===== src/rtl/dmareg_pkg.sv =====
`timescale 1ns/1ps
package dmareg_pkg;
   localparam logic [7:0] OFF_ENABLE  = 8'h00;
   localparam logic [7:0] OFF_DBELL   = 8'h04;
   localparam logic [7:0] OFF_LPTR_LO = 8'h10;
   localparam logic [7:0] OFF_LPTR_HI = 8'h14;
   localparam logic [7:0] OFF_CYC     = 8'h18;
   localparam logic [7:0] OFF_CTRL    = 8'h34;
   localparam logic [7:0] OFF_STATE   = 8'h80;
   localparam logic [7:0] OFF_ISTAT   = 8'h84;
   localparam logic [7:0] OFF_ISETUP  = 8'h88;
   localparam logic [7:0] OFF_ICLR    = 8'h8C;

   // setup register bit positions
   localparam int SU_DONE_MASK  = 0;
   localparam int SU_ABORT_MASK = 2;
   localparam int SU_REM_DONE   = 3;
   localparam int SU_LOC_DONE   = 4;
   localparam int SU_REM_ABORT  = 5;
   localparam int SU_LOC_ABORT  = 6;
   localparam logic [6:0] SU_WRITABLE = 7'h7D;

   function automatic logic off_mapped(input logic [7:0] off);
      return (off == OFF_ENABLE) || (off == OFF_DBELL) || (off == OFF_LPTR_LO) ||
             (off == OFF_LPTR_HI) || (off == OFF_CYC) || (off == OFF_CTRL) ||
             (off == OFF_STATE) || (off == OFF_ISTAT) || (off == OFF_ISETUP) ||
             (off == OFF_ICLR);
   endfunction
endpackage


===== src/rtl/dmareg_dec.sv =====
`timescale 1ns/1ps
module dmareg_dec
   import dmareg_pkg::*;
#(
   parameter int NUM_CH = 4,
   parameter int ADDR_W = 12,
   localparam int NB     = 2 * NUM_CH,
   localparam int BANK_W = $clog2(NB)
) (
   input  logic [ADDR_W-1:0] addr,
   output logic              hit,
   output logic [BANK_W-1:0] bank,
   output logic [7:0]        off
);
   logic upper_zero;

   assign off  = addr[7:0];
   assign bank = addr[8 +: BANK_W];

   generate
      if (ADDR_W > 8 + BANK_W) begin : g_upper
         assign upper_zero = (addr[ADDR_W-1:8+BANK_W] == '0);
      end else begin : g_no_upper
         assign upper_zero = 1'b1;
      end
   endgenerate

   assign hit = upper_zero && (int'(bank) < NB) && off_mapped(off);
endmodule


===== src/rtl/dmareg_bank.sv =====
`timescale 1ns/1ps
module dmareg_bank
   import dmareg_pkg::*;
(
   input  logic        clk,
   input  logic        rst_n,
   input  logic        wr_en,
   input  logic [7:0]  off,
   input  logic [31:0] wdata,
   output logic [31:0] rdata,
   input  logic        ev_done,
   input  logic        ev_abort,
   input  logic [1:0]  state,
   output logic        en,
   output logic        start,
   output logic        ll,
   output logic [1:0]  cyc,
   output logic [63:0] lptr,
   output logic        irq_l,
   output logic        irq_r
);
   logic [6:0] setup;
   logic       st_done, st_abort;
   logic       clr_done, clr_abort;

   assign clr_done  = wr_en && (off == OFF_ICLR) && wdata[SU_DONE_MASK];
   assign clr_abort = wr_en && (off == OFF_ICLR) && wdata[SU_ABORT_MASK];

   always_ff @(posedge clk or negedge rst_n) begin
      if (!rst_n) begin
         en       <= 1'b0;
         start    <= 1'b0;
         ll       <= 1'b0;
         cyc      <= '0;
         lptr     <= '0;
         setup    <= '0;
         st_done  <= 1'b0;
         st_abort <= 1'b0;
      end else begin
         start <= wr_en && (off == OFF_DBELL) && wdata[0];
         if (wr_en) begin
            case (off)
               OFF_ENABLE:  en           <= wdata[0];
               OFF_LPTR_LO: lptr[31:0]   <= wdata;
               OFF_LPTR_HI: lptr[63:32]  <= wdata;
               OFF_CYC:     cyc          <= wdata[1:0];
               OFF_CTRL:    ll           <= wdata[0];
               OFF_ISETUP:  setup        <= wdata[6:0] & SU_WRITABLE;
               default: ;
            endcase
         end
         // an arriving event outranks a clear in the same cycle
         st_done  <= ev_done  | (st_done  & ~clr_done);
         st_abort <= ev_abort | (st_abort & ~clr_abort);
      end
   end

   always_comb begin
      irq_l = (st_done  && !setup[SU_DONE_MASK]  && setup[SU_LOC_DONE]) ||
              (st_abort && !setup[SU_ABORT_MASK] && setup[SU_LOC_ABORT]);
      irq_r = (st_done  && !setup[SU_DONE_MASK]  && setup[SU_REM_DONE]) ||
              (st_abort && !setup[SU_ABORT_MASK] && setup[SU_REM_ABORT]);
   end

   always_comb begin
      case (off)
         OFF_ENABLE:  rdata = {31'b0, en};
         OFF_LPTR_LO: rdata = lptr[31:0];
         OFF_LPTR_HI: rdata = lptr[63:32];
         OFF_CYC:     rdata = {30'b0, cyc};
         OFF_CTRL:    rdata = {31'b0, ll};
         OFF_STATE:   rdata = {30'b0, state};
         OFF_ISTAT:   rdata = {29'b0, st_abort, 1'b0, st_done};
         OFF_ISETUP:  rdata = {25'b0, setup};
         default:     rdata = '0;
      endcase
   end
endmodule


===== src/rtl/dma_chreg_file.sv =====
`timescale 1ns/1ps
module dma_chreg_file
   import dmareg_pkg::*;
#(
   parameter int NUM_CH = 4,
   parameter int ADDR_W = 12,
   localparam int NB     = 2 * NUM_CH,
   localparam int BANK_W = $clog2(NB)
) (
   input  logic              clk,
   input  logic              rst_n,
   input  logic              reg_wr,
   input  logic [ADDR_W-1:0] reg_addr,
   input  logic [31:0]       reg_wdata,
   output logic [31:0]       reg_rdata,
   input  logic [NB-1:0]     eng_done,
   input  logic [NB-1:0]     eng_abort,
   input  logic [2*NB-1:0]   eng_state,
   output logic [NB-1:0]     chan_en,
   output logic [NB-1:0]     chan_start,
   output logic [NB-1:0]     ll_mode,
   output logic [2*NB-1:0]   cyc_sync,
   output logic [64*NB-1:0]  list_ptr,
   output logic [NB-1:0]     irq_loc,
   output logic [NB-1:0]     irq_rem
);
   generate
      if (NUM_CH < 1 || NUM_CH > 8) begin : g_bad_ch
         $error("NUM_CH must lie in 1..8");
      end
      if (ADDR_W < 8 + BANK_W) begin : g_bad_aw
         $error("ADDR_W too narrow for the bank field");
      end
   endgenerate

   logic              hit;
   logic [BANK_W-1:0] bank;
   logic [7:0]        off;
   logic [31:0]       bank_rd [NB];

   dmareg_dec #(.NUM_CH(NUM_CH), .ADDR_W(ADDR_W)) u_dec (
      .addr(reg_addr), .hit(hit), .bank(bank), .off(off)
   );

   generate
      for (genvar b = 0; b < NB; b++) begin : g_bank
         logic sel_wr;
         assign sel_wr = reg_wr && hit && (int'(bank) == b);
         dmareg_bank u_bank (
            .clk(clk), .rst_n(rst_n), .wr_en(sel_wr), .off(off),
            .wdata(reg_wdata), .rdata(bank_rd[b]),
            .ev_done(eng_done[b]), .ev_abort(eng_abort[b]),
            .state(eng_state[2*b +: 2]),
            .en(chan_en[b]), .start(chan_start[b]), .ll(ll_mode[b]),
            .cyc(cyc_sync[2*b +: 2]), .lptr(list_ptr[64*b +: 64]),
            .irq_l(irq_loc[b]), .irq_r(irq_rem[b])
         );
      end
   endgenerate

   always_comb begin
      reg_rdata = '0;
      for (int b = 0; b < NB; b++) begin
         if (hit && int'(bank) == b) reg_rdata = bank_rd[b];
      end
   end
endmodule


===== config.mk =====
export PLATFORM = sky130hd
export DESIGN_NAME = dma_chreg_file
export DESIGN_NICKNAME = d
export VERILOG_FILES = /design/src/rtl/dmareg_pkg.sv /design/src/rtl/dmareg_dec.sv /design/src/rtl/dmareg_bank.sv /design/src/rtl/dma_chreg_file.sv
export SDC_FILE = /design/constraint.sdc
export NUM_CORES = 1
export LEC_CHECK = 0
export BUFFER_PORTS_ARGS = -buffer_cell sky130_fd_sc_hd__clkbuf_2
export CAP_MARGIN = 25
export CORE_AREA = 4 4 265 267
export DETAILED_ROUTE_END_ITERATION = 6
export DIE_AREA = 0 0 269 271
export PLACE_DENSITY = 0.61
export SLEW_MARGIN = 20
export SYNTH_ARGS = -nofsm -noshare
export SYNTH_HDL_FRONTEND = slang
export SYNTH_SLANG_ARGS = --single-unit

===== constraint.sdc =====
create_clock -name clk -period 4.3 [get_ports clk]
set_input_delay 0.86 -clock clk [delete_from_list [all_inputs] [get_ports clk]]
set_output_delay 0.86 -clock clk [all_outputs]
set_load 0.01 [all_outputs]

==> results.yml <==
timing:
  setup_viol: 0
  slew_headroom_pct: 33.2
  fin_crit_sh_pct: 99.2
  holdWs_ps: 340
  finalClockSkew_ps: 0
  setup_slack_ps: 36.4
  max_freq_mhz: 235
  min_period_ps: 4260
  drv_slew: 0
  worstMarginPinSlew_ps: 1000
  final-hold-violation-count: 0
run:
  cap_viol_max_count: 0
drt:
  vias: 23752
  antenna_left: 0
  avgViaCountPerCell: 6.20
  drt_iter0_drc: 2270
  drt-total-wl_um: 121000
  drt_pre_antenna_iters: 7
  drcViolationCount: 1
  routedWlPerCell_um: 31.6
critical_path:
  crit_type: "input pin to output port"
  cp_top_family: "buffers and inverters"
  critical_path_required_ps: 3440
  timing.reg2reg.setup_slack_ps: 3360
  critPathLaunchType: "input pin"
  cp.buffers_inverters: 5
  cp_slowest_cell: "or4_4"
  crit_fanout: 15
  critPathMaxStageDelay_ps: 530
  r2r.worst_path.cells: 1
  end_kind: "output port"
  r2r_end: "g_bank[6].u_bank.lptr[33]"
  worstReg2RegStart: "g_bank[6].u_bank.lptr[33]"
  crit_arrival_ps: 3400
  worstPathCellList: "clkbuf_2 -> maj3_2 -> o32a_1 -> buf_4 -> or4_4 -> buf_12 -> a21oi_1 -> nor2_1 -> o41ai_4 -> buf_4 -> clkbuf_2"
yosys:
  synth_ff_type: "dfrtp_1"
  yosysUniqueCellTypes: 67
  ys_seq_area_share_pct: 53.7
  avgSynthCellArea_sq_um: 12.8
  yosys.area_share.xor_xnor_pct: 0
  syn-cell-area_sq_um: 28700
  synth_fa_ha_area_share_pct: 0.0392
  synthCells: 2242
  synth_top_family_by_area: "multiplexers"
  async_flop_share_pct: 100
  synth_commonest_cells: "dfrtp_1 (616), mux2_2 (381), a22oi_1 (223)"
  yosys.area_share.simple_pct: 5.30
  yosysTopAreaCell: "dfrtp_1"
  ys_ff_latch: 616
  muxShareOfSynthArea_pct: 23.3
  synth_compound_area_share_pct: 12.7
  synth.area.top_cells: "dfrtp_1 (54%), mux2_2 (15%), mux2_1 (8.2%)"
  synth_top_area_share_pct: 53.7
  syn_nets: 2321
  synth-edff-count: 0
  synth.most_common_cell: "dfrtp_1"
  yosys_warnings: 0
global_route:
  grt_pass1_wl_um: 173000
  antenna_found_initial: 1
  grt_use_total_pct: 32.3
  grt_max_degree: 102
  overflow: 0
  grt_pass1_vias: 24056
clock_network:
  cts.clk_slew.worst_paths_ps: 60
  ctsLongestPathBuffers: 3
  clock-sinks: 616
  numCtsBuffers: 70
  cts_root_buf: "clkbuf_16"
  post_cts_buffers: 0
  h-tree-depth: 3
  cts_tree: "done"
  insertion_delay_ps: 610
placement:
  dp_hpwl_um: 86000
  gp_congestion: 0.927
  pre_cts_slack_ps: -16.0
  io_buffers: 678
cells_and_area:
  fillers: 5894
  nets: 2967
  drive_gt1_share_pct: 46.2
  area_growth_pct: 25.1
pwr:
  power_density_nw_per_um2: 352
  power.total_mw: 12.6
  ir_drop_mv: 0.339
  leakagePower_nw: 18.2
floorplan:
  start_util_pct: 42.1
  die_area_sq_um: 72900
  die_h_um: 271
  pin_count: 679
  num_rows: 96
  die_x_um: 269
  coreArea_sq_um: 68100
outcome:
  status: "finished with violations"
  violations: "DRC"
worst_hold_path:
  hold_class: "input pin to async pin"
-- cell families after synthesis --
| logic type | Yosys count |
|---|---|
| mux | 594 |
| compound gates | 496 |
| buf+inv | 250 |
| flops | 616 |
| fa+ha+maj | 1 |
| simple gates | 285 |
-- state kept, by name, summed over array words and instances (netlist names) --
name                    count
g_bank.u_bank.en            8
g_bank.u_bank.cyc          16
g_bank.u_bank.start         8
g_bank.u_bank.setup        48
g_bank.u_bank.st_done       8
g_bank.u_bank.ll            8
g_bank.u_bank.st_abort      8
g_bank.u_bank.lptr        512
-- through the flow --
step	setup TNS, ps	area (sq um)	instances	util, %
floorplan	0	28700	2242	-
global placement	0	33400	3698	49.0
detailed placement	-16.0	33400	3698	49.0
CTS	0	35900	3827	52.7
global route	-21.3	35900	3828	52.7
finish	0	35900	3828	52.7
-- how the worst max path moves through the flow --
| stage | from | endpoint | cells after the start |
|---|---|---|---|
| 5_1_grt | reg_addr[3] | reg_rdata[23] | 11 |
| 4_1_cts | reg_addr[3] | reg_rdata[15] | 9 |
| 6_report | reg_addr[3] | reg_rdata[2] | 11 |
| 3_5_place_dp | reg_addr[2] | reg_rdata[2] | 10 |
| 3_3_place_gp | reg_addr[2] | reg_rdata[2] | 10 |
| 2_1_floorplan | reg_addr[3] | reg_rdata[23] | 10 |
-- repair_timing --
| action | in CTS | in global routing |
|---|---|---|
| endpoints found under the hold margin | 0 | 0 |
| setup endpoints to repair | 1 | 10 |
| resized for setup | 1 | 6 |
| hold buffers | 0 | 0 |
-- cell usage in the layout (no fill, tap or decap), types with 4 or more instances in the layout --
| cell type | count |
|---|---|
| clkbuf_2 | 677 |
| dfrtp_1 | 616 |
| mux2_2 | 381 |
| a22oi_1 | 223 |
| mux2_1 | 209 |
| buf_4 | 102 |
| nand2_1 | 74 |
| clkbuf_16 | 71 |
| o22ai_1 | 57 |
| nor2_1 | 54 |
| a21oi_1 | 47 |
| a22o_1 | 38 |
| buf_12 | 38 |
| nor3_1 | 34 |
| o21ai_0 | 23 |
| o211ai_1 | 23 |
| nand2b_1 | 20 |
| o22a_1 | 18 |
| nor2b_1 | 18 |
| a222oi_1 | 16 |
| a221oi_1 | 15 |
| nand3_1 | 14 |
| clkbuf_1 | 13 |
| clkinv_2 | 11 |
| clkbuf_8 | 11 |
| nand2_2 | 10 |
| bufinv_16 | 10 |
| nor2_4 | 7 |
| nand4_1 | 7 |
| and2_1 | 6 |
| inv_1 | 5 |
| a211oi_1 | 5 |
| a211o_1 | 5 |
| and3_1 | 5 |
| inv_6 | 5 |
| or4_1 | 4 |
| mux2i_1 | 4 |
-- power breakdown --
group          switching, mW  internal (mW)  leakage [nW]
Clock                   2.57           3.87          1.21
Sequential           0.00152           5.80          8.53
Combinational          0.301         0.0899          8.44
Total                   2.87           9.76          18.2
-- metal layers --
layer  routed length, um  up-vias  track usage, %
met1               45800    12370            40.7
met4                5810        0            13.6
met2               58500     1392            52.9
met3               10900      317            8.02
met5                   0        -               0
li1                    -     9673               -
-- layout make-up --
type                            instances  area [sq um]  area share (%)
Antenna cell                            1          2.50         0.00697
Timing Repair Buffer                  818          4930            13.7
Sequential cell                       616         15400            43.0
Inverter                                6          22.5          0.0628
Tap cell                              882          1100            3.07
Clock inverter                         34           503            1.40
Clock buffer                           95          1980            5.51
Multi-Input combinational cell       1376         11900            33.3
Note: power is estimated with default switching activity, not from simulation.
